File: src/rtl/fp_exc_pkg.sv
package fp_exc_pkg;

  localparam int EXC_W = 5;
  localparam int NV_B  = 4;
  localparam int OF_B  = 3;
  localparam int UF_B  = 2;
  localparam int DZ_B  = 1;
  localparam int NX_B  = 0;

  typedef enum logic [1:0] {
    OP_ADD  = 2'd0,
    OP_MUL  = 2'd1,
    OP_DIV  = 2'd2,
    OP_SQRT = 2'd3
  } opKind_e;

  typedef struct packed {
    logic zero;
    logic inf;
    logic nan;
    logic neg;
  } opTag_t;

  // strobes from control to the register datapath
  typedef struct packed {
    logic swLoad;
    logic opLoad;
    logic accHold;
    logic trapFire;
  } updStb_t;

endpackage

File: src/rtl/fp_exc_detect.sv
module fp_exc_detect
  import fp_exc_pkg::*;
(
  input  logic [1:0]       opClass,
  input  logic [3:0]       aTag,
  input  logic [3:0]       bTag,
  input  logic             rawOvf,
  input  logic             rawTiny,
  input  logic             rawInexact,
  input  logic [EXC_W-1:0] trapEn,
  output logic [EXC_W-1:0] excVec
);

  opTag_t  aT, bT;
  opKind_e kind;
  logic nanIn, nvSpecial, nv, dz, special;
  logic ofBit, ufBit, nxRaw, nxBit;

  always_comb begin
    aT   = opTag_t'(aTag);
    bT   = opTag_t'(bTag);
    kind = opKind_e'(opClass);
    nanIn = aT.nan | ((kind != OP_SQRT) & bT.nan);
    unique case (kind)
      OP_ADD:  nvSpecial = aT.inf & bT.inf & (aT.neg ^ bT.neg);
      OP_MUL:  nvSpecial = (aT.zero & bT.inf) | (aT.inf & bT.zero);
      OP_DIV:  nvSpecial = (aT.zero & bT.zero) | (aT.inf & bT.inf);
      default: nvSpecial = aT.neg & ~aT.zero;
    endcase
    nv = nanIn | nvSpecial;
    dz = ~nv & (kind == OP_DIV) & bT.zero & ~aT.zero & ~aT.inf;
    special = nv | dz;
    ofBit = ~special & rawOvf;
    ufBit = ~special & rawTiny & (rawInexact | trapEn[UF_B]);
    nxRaw = ~special & (rawInexact | rawOvf);
    nxBit = nxRaw & ~(ofBit & trapEn[OF_B]) & ~(ufBit & trapEn[UF_B]);
    excVec = '0;
    excVec[NV_B] = nv;
    excVec[OF_B] = ofBit;
    excVec[UF_B] = ufBit;
    excVec[DZ_B] = dz;
    excVec[NX_B] = nxBit;
  end

endmodule

File: src/rtl/fp_exc_ctrl.sv
module fp_exc_ctrl
  import fp_exc_pkg::*;
(
  input  logic             opDone,
  input  logic             swWrEn,
  input  logic [EXC_W-1:0] excVec,
  input  logic [EXC_W-1:0] trapEn,
  output updStb_t          stb
);

  logic anyTrap;

  always_comb begin
    anyTrap      = |(excVec & trapEn);
    stb.swLoad   = swWrEn;
    stb.opLoad   = opDone & ~swWrEn;
    stb.trapFire = opDone & anyTrap;
    stb.accHold  = anyTrap;
  end

endmodule

File: src/rtl/fp_exc_regs.sv
module fp_exc_regs
  import fp_exc_pkg::*;
#(
  parameter int REG_W   = 64,
  parameter int CUR_LSB = 0,
  parameter int ACC_LSB = 5
) (
  input  logic             clk,
  input  logic             rstN,
  input  updStb_t          stb,
  input  logic [REG_W-1:0] swWrData,
  input  logic [EXC_W-1:0] excVec,
  output logic [REG_W-1:0] statusReg,
  output logic             trapReq
);

  logic [EXC_W-1:0] accNow;
  assign accNow = statusReg[ACC_LSB +: EXC_W];

  always_ff @(posedge clk) begin
    if (!rstN) begin
      statusReg <= '0;
      trapReq   <= 1'b0;
    end else begin
      trapReq <= stb.trapFire;
      if (stb.swLoad) begin
        statusReg <= swWrData;
      end else if (stb.opLoad) begin
        statusReg[CUR_LSB +: EXC_W] <= excVec;
        if (!stb.accHold) statusReg[ACC_LSB +: EXC_W] <= accNow | excVec;
      end
    end
  end

endmodule

File: src/rtl/fp_exc_status.sv
module fp_exc_status
  import fp_exc_pkg::*;
#(
  parameter int REG_W   = 64,
  parameter int CUR_LSB = 0,
  parameter int ACC_LSB = 5,
  parameter int TEN_LSB = 23
) (
  input  logic             clk,
  input  logic             rstN,
  input  logic             opDone,
  input  logic [1:0]       opClass,
  input  logic [3:0]       aTag,
  input  logic [3:0]       bTag,
  input  logic             rawOvf,
  input  logic             rawTiny,
  input  logic             rawInexact,
  input  logic             swWrEn,
  input  logic [REG_W-1:0] swWrData,
  output logic [REG_W-1:0] statusReg,
  output logic             trapReq
);

  logic [EXC_W-1:0] trapEn;
  logic [EXC_W-1:0] excVec;
  updStb_t          stb;

  assign trapEn = statusReg[TEN_LSB +: EXC_W];

  fp_exc_detect uDetect (
    .opClass(opClass), .aTag(aTag), .bTag(bTag),
    .rawOvf(rawOvf), .rawTiny(rawTiny), .rawInexact(rawInexact),
    .trapEn(trapEn), .excVec(excVec)
  );

  fp_exc_ctrl uCtrl (
    .opDone(opDone), .swWrEn(swWrEn), .excVec(excVec),
    .trapEn(trapEn), .stb(stb)
  );

  fp_exc_regs #(.REG_W(REG_W), .CUR_LSB(CUR_LSB), .ACC_LSB(ACC_LSB)) uRegs (
    .clk(clk), .rstN(rstN), .stb(stb), .swWrData(swWrData),
    .excVec(excVec), .statusReg(statusReg), .trapReq(trapReq)
  );

endmodule

File: config.mk
export PLATFORM = sky130hd
export DESIGN_NAME = fp_exc_status
export DESIGN_NICKNAME = d
export VERILOG_FILES = /design/src/rtl/fp_exc_pkg.sv /design/src/rtl/fp_exc_detect.sv /design/src/rtl/fp_exc_ctrl.sv /design/src/rtl/fp_exc_regs.sv /design/src/rtl/fp_exc_status.sv
export SDC_FILE = /design/constraint.sdc
export NUM_CORES = 1
export LEC_CHECK = 0
export BUFFER_PORTS_ARGS = -buffer_cell sky130_fd_sc_hd__clkbuf_2
export CAP_MARGIN = 20
export CORE_MARGIN = 1.5
export CORE_UTILIZATION = 48
export CTS_CLUSTER_SIZE = 40
export DETAILED_ROUTE_END_ITERATION = 10
export GPL_TIMING_DRIVEN = 0
export PLACE_DENSITY = 0.85
export SLEW_MARGIN = 20
export SYNTH_ARGS = -nofsm -noshare
export SYNTH_HDL_FRONTEND = slang
export SYNTH_SLANG_ARGS = --single-unit
File: constraint.sdc
create_clock -name clk -period 4.75 [get_ports clk]
set_input_delay 1.425 -clock clk [delete_from_list [all_inputs] [get_ports clk]]
set_output_delay 1.425 -clock clk [all_outputs]
set_load 0.03 [all_outputs]
==> results of run 1 <==
-- metal layers --
metal	routed length [um]	part of all wire, %	vias up
met4	201	3.2	0
met5	0	0	-
met2	2960	47	109
li1	-	-	1191
met3	447	7.0	16
met1	2750	43	1075
-- synth_stat cells --
cell       number
mux2i_1        56
clkbuf_1       10
o22ai_1         2
and3b_1         1
a21oi_1         8
and4b_1         1
nor2_1          4
a31oi_1         1
mux2_2          3
buf_2           7
or2_2           1
a21boi_1        1
a211o_1         1
dfxtp_1        65
o41ai_1         1
o21ai_0         7
o311a_1         1
nand2b_1        4
a22oi_1         2
xor2_1          1
nor2b_1        55
nand2_1        12
nand4_1         3
inv_1           3
nor4b_2         1
nor3b_1         1
a211oi_2        1
o211ai_1        2
o2111ai_1       1
and3_1          2
-- state kept, by name, summed over array words and instances, names as in the netlist --
| signal | count |
|---|---|
| uRegs.trapReq | 1 |
| uRegs.statusReg | 64 |
-- path summary, 6_finish.rpt --
kind                                          start             endpoint  slack [ns]  depth (start not counted)
worst max-delay path                         swWrEn  uRegs.statusReg[10]        2.33                          5
worst min-delay path             uRegs.statusReg[9]   uRegs.statusReg[9]        0.51                          2
worst max register to register  uRegs.statusReg[23]   uRegs.statusReg[8]        3.63                          4
worst min register to register   uRegs.statusReg[9]   uRegs.statusReg[9]        0.51                          2
-- report_power, final --
| part | switching [mW] | internal, mW |
|---|---|---|
| registers | 0.0185 | 0.579 |
| logic | 0.142 | 0.0947 |
| clock network | 0.209 | 0.204 |
-- critical path, stage by stage --
cell      delay, ns
clkbuf_1       0.21
buf_2          0.32
buf_2          0.35
mux2i_1        0.26
nor2b_1        0.07
-- cells by family after synthesis --
| kind of cell | synth area share, % |
|---|---|
| AO/OA/AOI/OAI | 6.73 |
| XOR/XNOR | 0.327 |
| buffers and inverters | 3.13 |
| flip-flops | 48.6 |
| multiplexers | 22.2 |
| AND/OR/NAND/NOR | 19.0 |
-- stage by stage --
step | setup slack, ns | hold slack [ns] | cell area (um2) | total power [mW]
2_1_floorplan | 2.27 | 0.640 | 2680 | 0.760
3_3_place_gp | 1.99 | 0.465 | 3480 | 0.841
3_5_place_dp | 1.94 | 0.487 | 3480 | 0.847
4_1_cts | 2.31 | 0.516 | 3660 | 1.26
5_1_grt | 2.17 | 0.543 | 3660 | 1.31
6_report | 2.33 | 0.512 | 3660 | 1.25
-- area by class of cell --
class                   instances  share of cell area [%]
plain buffers                  17                    1.98
clock buffers                  10                    3.76
clock inverters                 6                    1.16
inverters                       3                   0.307
multi-input cells             173                    35.3
flip-flops and latches         65                    35.5
well taps                      72                    2.46
repair buffers                143                    19.5
==> metrics, run 1 <==
clock-pin slew on the worst setup and hold paths 0.07 ns; GRT overflow 0; Multi-input gate area 1290 um2; die width 77.7 um; drt first pass iters 4; clock skew 0.00547 ns; CP required 4.97 ns; CTS tree yes; Peak Freq 414 MHz; Slew Viols, Final 0; share of cells above drive strength 1 41.2%; setup violators final 0; relative slew slack 67.2%; Power Dens Cells 340 nW/um2; status finished clean; CORE AREA 5440 um2; clock buffer depth 2; number of remaining DRC errors 0; first-pass GRT wire length 10.6 mm; I/O pin total 146; RSZ-0062 raised after global routing no; die area 6030 um2; Root Driver clkbuf_8; total inserted antenna cells 0; # resized after CTS 0; grt met3 use 5.06%; post-DP HPWL 5.01 mm; Setup CP Type in -> reg; most frequent cells in the layout 143 x clkbuf_2, 65 x dfxtp_1, 56 x mux2i_1; Post-CTS Hold Buffers 0; CP Capture Type flop; RD Place Congestion 0.895; final hold vios 0; post-synth top area share 48.6%; Yosys warning count 0; setup TNS 0 ns; vias 2,391; Antenna Violating Nets Remaining 0; DRT Wirelength 6.37 mm; Hold WC Path Type reg -> reg; largest net degree at the start of global routing 13; Finished Core Util 67.3%; sequential area share after synthesis 48.6%; crit start category input pin; period utilization 50.9%; Syn Area/Cell 10.4 um2; Worst Path Max Fanout 10; GRT busiest layer met2; drt initial violations 91; CTS buffer count 9; initial antenna violation count 0; largest area contributor in the netlist dfxtp_1; Leak 1.85 nW; GRT Overall Usage 22.2%; clock latency on the worst-skew pair 0.33 ns; commonest non-fill, non-tap cell in the layout clkbuf_2; Non-Filler Instances 489; Synth area leaders dfxtp_1 49%, mux2i_1 21%, nor2b_1 13%, nand2_1 1.7%, a21oi_1 1.5%; MaxCap Viol Count 0; setup bufs post-CTS 0; area grow syn2layout 36.8%; met2 usage 36.6%; Synth Instances 258; Mapped Area 2680 um2; PortBufs 143; Initial Util 49.2%; register area 1300 um2; wire per inst 13.0 um; vias in the first global route 2,378; post-route minimum period 2.42 ns; worst-margin pin slew 0.492 ns; Vias per Instance 4.89; filler instances 470; M1 GR Usage 26.2%; Seq cells post-synth 65; post-synth cell types 30; H-tree Lvls 3; die height 77.7 um; row cnt 27; nets 493; syn_nets 339; dpl cells 473; WP data arrival 2.64 ns; clock sink count 65; VDD IR max 0.231 mV
Note: power is estimated with default switching activity, not from simulation.
==> inputs of run 2 (changes only) <==
CORE_UTILIZATION = 40   (was 48)
PLACE_DENSITY = 0.76   (was 0.85)
clock period = 2 ns   (was 4.75 ns; I/O delays follow)
==> run 2 against run 1 <==
The flow now finishes with violations (DRC). Worst hold slack got worse by 0.022 ns. Worst setup slack got worse by 1.9 ns. Design area decreased by 0.14%. Clock power increased by 140%.
==> metrics, run 2 (same netlist as run 1, synthesis figures left out) <==
Antenna Violating Nets Remaining 0 (unchanged); WP buf/inv 1 (was 3); failing checks DRC; crit path cell chain clkbuf_2 (was clkbuf_1 -> buf_2 -> buf_2 -> mux2i_1 -> nor2b_1); Peak Freq 630 MHz; drt initial violations 112 (was 91); row cnt 29 (was 27); final hold vios 0 (unchanged); Initial Util 41.7% (was 49.2%); area grow syn2layout 36.7% (was 36.8%); GRT Overall Usage 17.8% (was 22.2%); worst-margin pin slew 0.464 ns (was 0.492 ns); status finished, violations left (was finished clean); biggest regs uRegs.statusReg (64), uRegs.trapReq (1) (unchanged); post-DP HPWL 4.91 mm (was 5.01 mm); # resized after CTS 0 (unchanged); CTS tree yes (unchanged); max FFs per register 64 (unchanged); crit start category flop (was input pin); wire per inst 12.9 um (was 13.0 um); nets 493 (unchanged); H-tree Lvls 3 (unchanged); CORE AREA 6420 um2 (was 5440 um2); Slowest cell on crit path dfxtp_1 (was buf_2); clock sink count 65 (unchanged); CP required 1.40 ns (was 4.97 ns); clock skew 0.00711 ns (was 0.00547 ns); WP data arrival 0.99 ns (was 2.64 ns); share of cells above drive strength 1 41.1% (was 41.2%); RSZ-0062 raised after global routing no (unchanged); Hold WC Path Type reg -> reg (unchanged); die area 7190 um2 (was 6030 um2); largest net degree at the start of global routing 12 (was 13); I/O pin total 146 (unchanged); GRT overflow 0 (unchanged); DRT Wirelength 6.35 mm (was 6.37 mm); register bank with the most flops uRegs.statusReg (unchanged); Slew Viols, Final 0 (unchanged); PortBufs 143 (unchanged); Worst Path Max Fanout 4 (was 10); filler instances 588 (was 470); CTS buffer count 9 (unchanged); Setup CP Type reg -> out (was in -> reg); slowest stage delay, CP 0.41 ns (was 0.35 ns); vias 2,355 (was 2,391); Power Dens Cells 808 nW/um2 (was 340 nW/um2); Non-Filler Instances 493 (was 489); drt first pass iters 9 (was 4); dpl cells 478 (was 473); commonest non-fill, non-tap cell in the layout clkbuf_2 (unchanged); Largest delay share family, worst path flip-flops (was buffers and inverters); setup bufs post-CTS 0 (unchanged); clock latency on the worst-skew pair 0.34 ns (was 0.33 ns); initial antenna violation count 0 (unchanged); total inserted antenna cells 0 (unchanged); number of remaining DRC errors 13 (was 0); post-route minimum period 1.59 ns; Multi-input gate area 1290 um2 (unchanged); setup TNS 0 ns (unchanged); period utilization 79.4%; RD Place Congestion 0.813 (was 0.895); clock buffer depth 2 (unchanged); clock-pin slew on the worst setup and hold paths 0.07 ns (about the same); die height 84.8 um (was 77.7 um); MaxCap Viol Count 0 (unchanged); VDD IR max 0.395 mV (was 0.231 mV); Vias per Instance 4.78 (was 4.89); register area 1300 um2 (unchanged); first-pass GRT wire length 9.99 mm (was 10.6 mm); most frequent cells in the layout 143 x clkbuf_2, 65 x dfxtp_1, 56 x mux2i_1 (unchanged); Root Driver clkbuf_8 (unchanged); die width 84.8 um (was 77.7 um); setup violators final 0 (unchanged); vias in the first global route 2,234 (was 2,378); Post-CTS Hold Buffers 0 (unchanged); relative slew slack 69.0% (was 67.2%); Leak 1.85 nW (about the same); CP Capture Type output port (was flop)
[run 2: changes by cell type in the layout (fill, tap and decap cells not counted), sizes merged]
| cell | previous run | this run |
|---|---|---|
| clkinvlp | 2 | 1 |
[run 2: final cells by class]
class	instances	area share (%)
clock buffer	10	3.76
timing repair buffer	143	19.6
sequential	65	35.6
inverter	3	0.308
tap	77	2.63
multi-input combinational	173	35.3
buffer	17	1.98
clock inverter	5	0.855
[run 2: per-stage QoR]
| stage | instance area, um2 | setup WS (ns) | utilization [%] | hold WS, ns | power (mW) |
|---|---|---|---|---|---|
| floorplan | 2680 | 0.342 | - | 0.640 | 1.81 |
| global placement | 3490 | 0.0547 | 54.3 | 0.465 | 2.00 |
| detailed placement | 3490 | 0.0320 | 54.3 | 0.477 | 2.01 |
| CTS | 3660 | 0.394 | 56.9 | 0.490 | 2.99 |
| global route | 3660 | 0.246 | 56.9 | 0.497 | 3.11 |
| finish | 3660 | 0.412 | 56.9 | 0.491 | 2.95 |
[run 2: path summary, 6_finish.rpt]
kind / startpoint / endpoint / slack, ns / depth (start not counted)
min: uRegs.statusReg[9] / uRegs.statusReg[9] / 0.49 / 2
min reg2reg: uRegs.statusReg[9] / uRegs.statusReg[9] / 0.49 / 2
max reg2reg: uRegs.statusReg[26] / uRegs.trapReq / 0.90 / 5
max: uRegs.statusReg[27] / statusReg[27] / 0.41 / 1
[run 2: layer usage]
layer | global-route usage, % | wire length (um) | up-vias | share of wire (%)
met4 | 7.90 | 78 | 0 | 1.2
met5 | 0 | 0 | - | 0
met2 | 30.0 | 3020 | 108 | 48
met3 | 5.01 | 489 | 8 | 7.7
met1 | 21.0 | 2760 | 1050 | 43
li1 | - | - | 1189 | -
[run 2: report_power, final]
group	total [mW]	leakage (nW)	switching, mW	internal [mW]
sequential	1.42	0.537	0.0435	1.37
clock	0.976	0.0883	0.502	0.474
combinational	0.561	1.22	0.336	0.225
